<file path="config.mk">
export PLATFORM = sky130hd
export DESIGN_NAME = arb_seq_counter
export DESIGN_NICKNAME = d
export VERILOG_FILES = /design/src/rtl/cnt_seq_pkg.sv /design/src/rtl/cnt_rst_sync.sv /design/src/rtl/cnt_next_logic.sv /design/src/rtl/cnt_state_reg.sv /design/src/rtl/arb_seq_counter.sv
export SDC_FILE = /design/constraint.sdc
export NUM_CORES = 1
export LEC_CHECK = 0
export CAP_MARGIN = 15
export CELL_PAD_IN_SITES_DETAIL_PLACEMENT = 0
export CELL_PAD_IN_SITES_GLOBAL_PLACEMENT = 1
export CORE_AREA = 2 2 39 41
export CTS_CLUSTER_SIZE = 24
export DETAILED_ROUTE_END_ITERATION = 8
export DIE_AREA = 0 0 41 43
export GPL_TIMING_DRIVEN = 0
export MAX_ROUTING_LAYER = met4
export PLACE_DENSITY = 0.43
export SYNTH_ARGS = -nofsm -noshare
export SYNTH_HDL_FRONTEND = slang
export SYNTH_SLANG_ARGS = --single-unit
</file>
<file path="constraint.sdc">
create_clock -name clk -period 1.2 [get_ports clk]
set_input_delay 0.18 -clock clk [delete_from_list [all_inputs] [get_ports clk]]
set_output_delay 0.18 -clock clk [all_outputs]
set_load 0.1 [all_outputs]
</file>
<file path="src/rtl/cnt_seq_pkg.sv">
package cnt_seq_pkg;
  localparam int CW = 3;
  typedef logic [CW-1:0] code_t;

  localparam code_t HOME_CODE = 3'd3;

  // Golden successor table, used only by checks.
  function automatic code_t seq_succ(code_t c);
    case (c)
      3'd3:    return 3'd1;
      3'd1:    return 3'd4;
      3'd4:    return 3'd7;
      3'd7:    return 3'd2;
      3'd2:    return 3'd3;
      default: return HOME_CODE;
    endcase
  endfunction

  function automatic logic in_loop(code_t c);
    return (c == 3'd3) || (c == 3'd1) || (c == 3'd4) ||
           (c == 3'd7) || (c == 3'd2);
  endfunction
endpackage

</file>
<file path="src/rtl/cnt_rst_sync.sv">
module cnt_rst_sync #(
  parameter int STAGES = 2
) (
  input  logic clk,
  input  logic rst_n,
  output logic rst_sync_n
);
  logic [STAGES-1:0] chain_q;

  always_ff @(posedge clk or negedge rst_n) begin
    if (!rst_n) begin
      chain_q <= '0;
    end else begin
      chain_q <= {chain_q[STAGES-2:0], 1'b1};
    end
  end

  assign rst_sync_n = chain_q[STAGES-1];
endmodule

</file>
<file path="src/rtl/cnt_next_logic.sv">
module cnt_next_logic
  import cnt_seq_pkg::*;
(
  input  code_t q,
  input  logic  en,
  output code_t d
);
  code_t sop;

  always_comb begin
    // bit 2: set from 1 (001) and 4 (100)
    sop[2] = (~q[2] & ~q[1] &  q[0]) | (q[2] & ~q[1] & ~q[0]);
    // bit 1: clear only for 1 and 3
    sop[1] = q[2] | ~q[0];
    // bit 0: clear only for 1 and 7
    sop[0] = ~q[0] | (q[2] & ~q[1]) | (~q[2] & q[1]);
  end

  always_comb begin
    if (en) begin
      d = sop;
    end else begin
      d = q;
    end
  end
endmodule

</file>
<file path="src/rtl/cnt_state_reg.sv">
module cnt_state_reg
  import cnt_seq_pkg::*;
#(
  parameter code_t RESET_CODE = HOME_CODE
) (
  input  logic  clk,
  input  logic  rst_n,
  input  code_t d,
  output code_t q
);
  always_ff @(posedge clk or negedge rst_n) begin
    if (!rst_n) begin
      q <= RESET_CODE;
    end else begin
      q <= d;
    end
  end
endmodule

</file>
<file path="src/rtl/arb_seq_counter.sv">
module arb_seq_counter
  import cnt_seq_pkg::*;
#(
  parameter code_t RESET_CODE  = HOME_CODE,
  parameter int    SYNC_STAGES = 2
) (
  input  logic       clk,
  input  logic       rst_n,
  input  logic       en,
  output logic [2:0] count
);
  logic  rst_int_n;
  code_t state_q;
  code_t state_d;

  cnt_rst_sync #(.STAGES(SYNC_STAGES)) u_sync (
    .clk        (clk),
    .rst_n      (rst_n),
    .rst_sync_n (rst_int_n)
  );

  cnt_next_logic u_next (
    .q  (state_q),
    .en (en),
    .d  (state_d)
  );

  cnt_state_reg #(.RESET_CODE(RESET_CODE)) u_reg (
    .clk   (clk),
    .rst_n (rst_int_n),
    .d     (state_d),
    .q     (state_q)
  );

  assign count = state_q;


  step_chk: assert property (@(posedge clk) disable iff (!rst_int_n)
    (en && in_loop(state_q)) |=> (state_q == seq_succ($past(state_q))));


  hold_chk: assert property (@(posedge clk) disable iff (!rst_int_n)
    !en |=> $stable(state_q));


  recover_chk: assert property (@(posedge clk) disable iff (!rst_int_n)
    (en && !in_loop(state_q)) |=> (state_q == HOME_CODE));


  legal_chk: assert property (@(posedge clk) disable iff (!rst_int_n)
    en |=> in_loop(state_q));
endmodule

</file>
==> flow_summary.toml <==
[sta]
setup_slack_ns = -0.02264
rsz0062_at_grt = "true"
drv_slew = 0
finalCriticalPeriod_ns = 1.223
finalHoldViolations = 0
max_freq_mhz = 817.9
setup_violations = 2
skew_ns = 0.001744
fin_crit_sh = 1.019

[clock_network]
cts_num_sinks = 5
cts-root-buf = "clkbuf_4"
path_clk_slew_ns = 0.04
htree_levels = 1
insertion_delay_ns = 0.23
cts_buffers = 3
cts_hold_buf = 0
cts_tree = "done"
clk_path_buf_depth = 2

[floorplan]
ios = 6
start_util = 0.1410
core_um2 = 1384
die_area_um2 = 1763
die_y_um = 43
core.rowCount = 14
die_x_um = 41

[place]
place_area_um2 = 274.0
place.port_buffers = 5
globalplace.congestion = 0.5224
dp_hpwl_um = 254.2

[detailed_routing]
drt_iter0_markers = 1
wl_per_cell_um = 7.159
first_pass_iters = 2
drc = 0
vias_per_cell = 3.432
vias = 151
routed_wl_um = 315
postRouteAntennaNets = 0

[outcome]
outcome = "complete, but fails checks"
violations = "negative setup slack"

[flow_run]
max_cap_violations = 0

[worst_setup_path]
cpLargestDelayFamily = "flip-flops"
cpMaxStageDelayCell = "dfstp_4"
worstPathMaxFanout = 4
slowest_delay_ns = 0.63
path_cells = "buf_12"
critPathBufInv = 1
end_kind = "output port"
path_class = "register to output port"
startpoint_type = "register"
cp.required_ns = 1.02
arrival_ns = 1.04

[global_routing]
grt_max_degree = 7
first_global_vias = 140
antenna_found_initial = 0
grt.total_usage = 0.04658
grt_pass1_wl_um = 469
overflow = 0

[yosys]
yosysWarningCount = 0
synth.distinct_cells = 10
syn_nets = 20
syn_area_um2 = 195.2
ys_ff_latch = 5
avgSynthCellArea_um2 = 11.48
yosysSeqAreaShare = 0.6538
syn_inst = 17

[cells_and_area]
diodes = 0
drive_gt1_frac = 0.4286
n_fill_cell = 146
syn_to_final_growth_pct = 70.51
final_area_um2 = 332.8
num-nets-final = 32

[worst_hold_path]
hp-class = "register to asynchronous set/reset pin"
flip-flops by register name, indices dropped and copies added (netlist names):
register	flops
u_sync.chain_q	2
u_reg.q	3
path summary, 6_finish.rpt:
check	from	endpoint	slack (ns)	cells after the start
min in group clk	u_sync.chain_q[0]$_DFF_PN0_	u_sync.chain_q[1]$_DFF_PN0_	0.35	0
worst min-delay path	u_sync.chain_q[1]$_DFF_PN0_	u_reg.q[2]$_DFFE_PN0P_	0.04	0
max in group asynchronous	u_sync.chain_q[1]$_DFF_PN0_	u_reg.q[1]$_DFFE_PN1P_	0.95	0
worst max register to register	u_reg.q[0]$_DFFE_PN1P_	u_reg.q[2]$_DFFE_PN0P_	0.02	3
worst max-delay path	u_reg.q[1]$_DFFE_PN1P_	count[1]	-0.02	1
worst min register to register	u_sync.chain_q[1]$_DFF_PN0_	u_reg.q[2]$_DFFE_PN0P_	0.04	0
per-layer routing:
layer / vias up / global-route usage / routed length, um
met3: 0 / 0.03141 / 41
met5: - / - / 0
met2: 6 / 0.06250 / 146
met1: 70 / 0.03279 / 127
met4: 0 / 0.06000 / 0
li1: 75 / - / -
through the flow:
stage | hold WS (ns) | TNS [ns] | setup WS (ns) | util | std cells
2_1_floorplan | -0.1156 | -0.06615 | -0.06615 | - | 17
3_3_place_gp | 0.04092 | -2.053 | -0.7317 | 0.1980 | 38
3_5_place_dp | 0.04001 | -2.044 | -0.7296 | 0.1980 | 38
4_1_cts | 0.04630 | -0.06817 | -0.05001 | 0.2351 | 43
5_1_grt | 0.05541 | -0.07297 | -0.04756 | 0.2405 | 44
6_report | 0.04031 | -0.02860 | -0.02264 | 0.2405 | 44
logic make-up after synthesis:
family                    Yosys count  synth area share
buffers and inverters               2           0.03848
xor gates and xnor gates            1           0.04488
other                               1           0.01921
DFF                                 5            0.6538
AOI/OAI and AO/OA                   3            0.1026
and+or+nand+nor                     5            0.1410
Yosys cell counts:
library cell | number | area (um^2)
nor3b_1 | 1 | 7.510
inv_1 | 2 | 7.510
and2_4 | 1 | 8.760
nor2_1 | 3 | 11.26
dfstp_2 | 2 | 52.55
a21oi_1 | 2 | 10.01
a221o_1 | 1 | 10.01
dfrtp_1 | 3 | 75.07
conb_1 | 1 | 3.750
xnor2_1 | 1 | 8.760
timing repair:
item                                    in CTS  in global routing
setup buffers                                1                  1
gates cloned                                 0                  0
gates resized for setup                     24                  0
endpoints found under the setup margin       3                  2
layout by cell type (no fill, tap or decap), drive strengths merged:
master | synthesis | final
a221o | 1 | 1
dfstp | 2 | 2
buf | 0 | 5
conb | 1 | 1
a21oi | 2 | 2
dfrtp | 3 | 3
clkbuf | 0 | 4
clkdlybuf4s50 | 0 | 2
inv | 2 | 2
nor2 | 3 | 3
and2 | 1 | 1
nor3b | 1 | 1
xnor2 | 1 | 1
cell type report:
| cell class | count | area, um^2 | share of cell area |
|---|---|---|---|
| clock buffers | 4 | 26.28 | 0.07895 |
| inverters | 2 | 7.507 | 0.02256 |
| repair buffers | 7 | 82.58 | 0.2481 |
| well taps | 16 | 20.02 | 0.06015 |
| flip-flops and latches | 5 | 136.4 | 0.4098 |
| multi-input cells | 10 | 60.06 | 0.1805 |
Power is left out: the tool's default activity adds up to more than one toggle a clock period on the data nets, which glitch-free logic cannot reach.
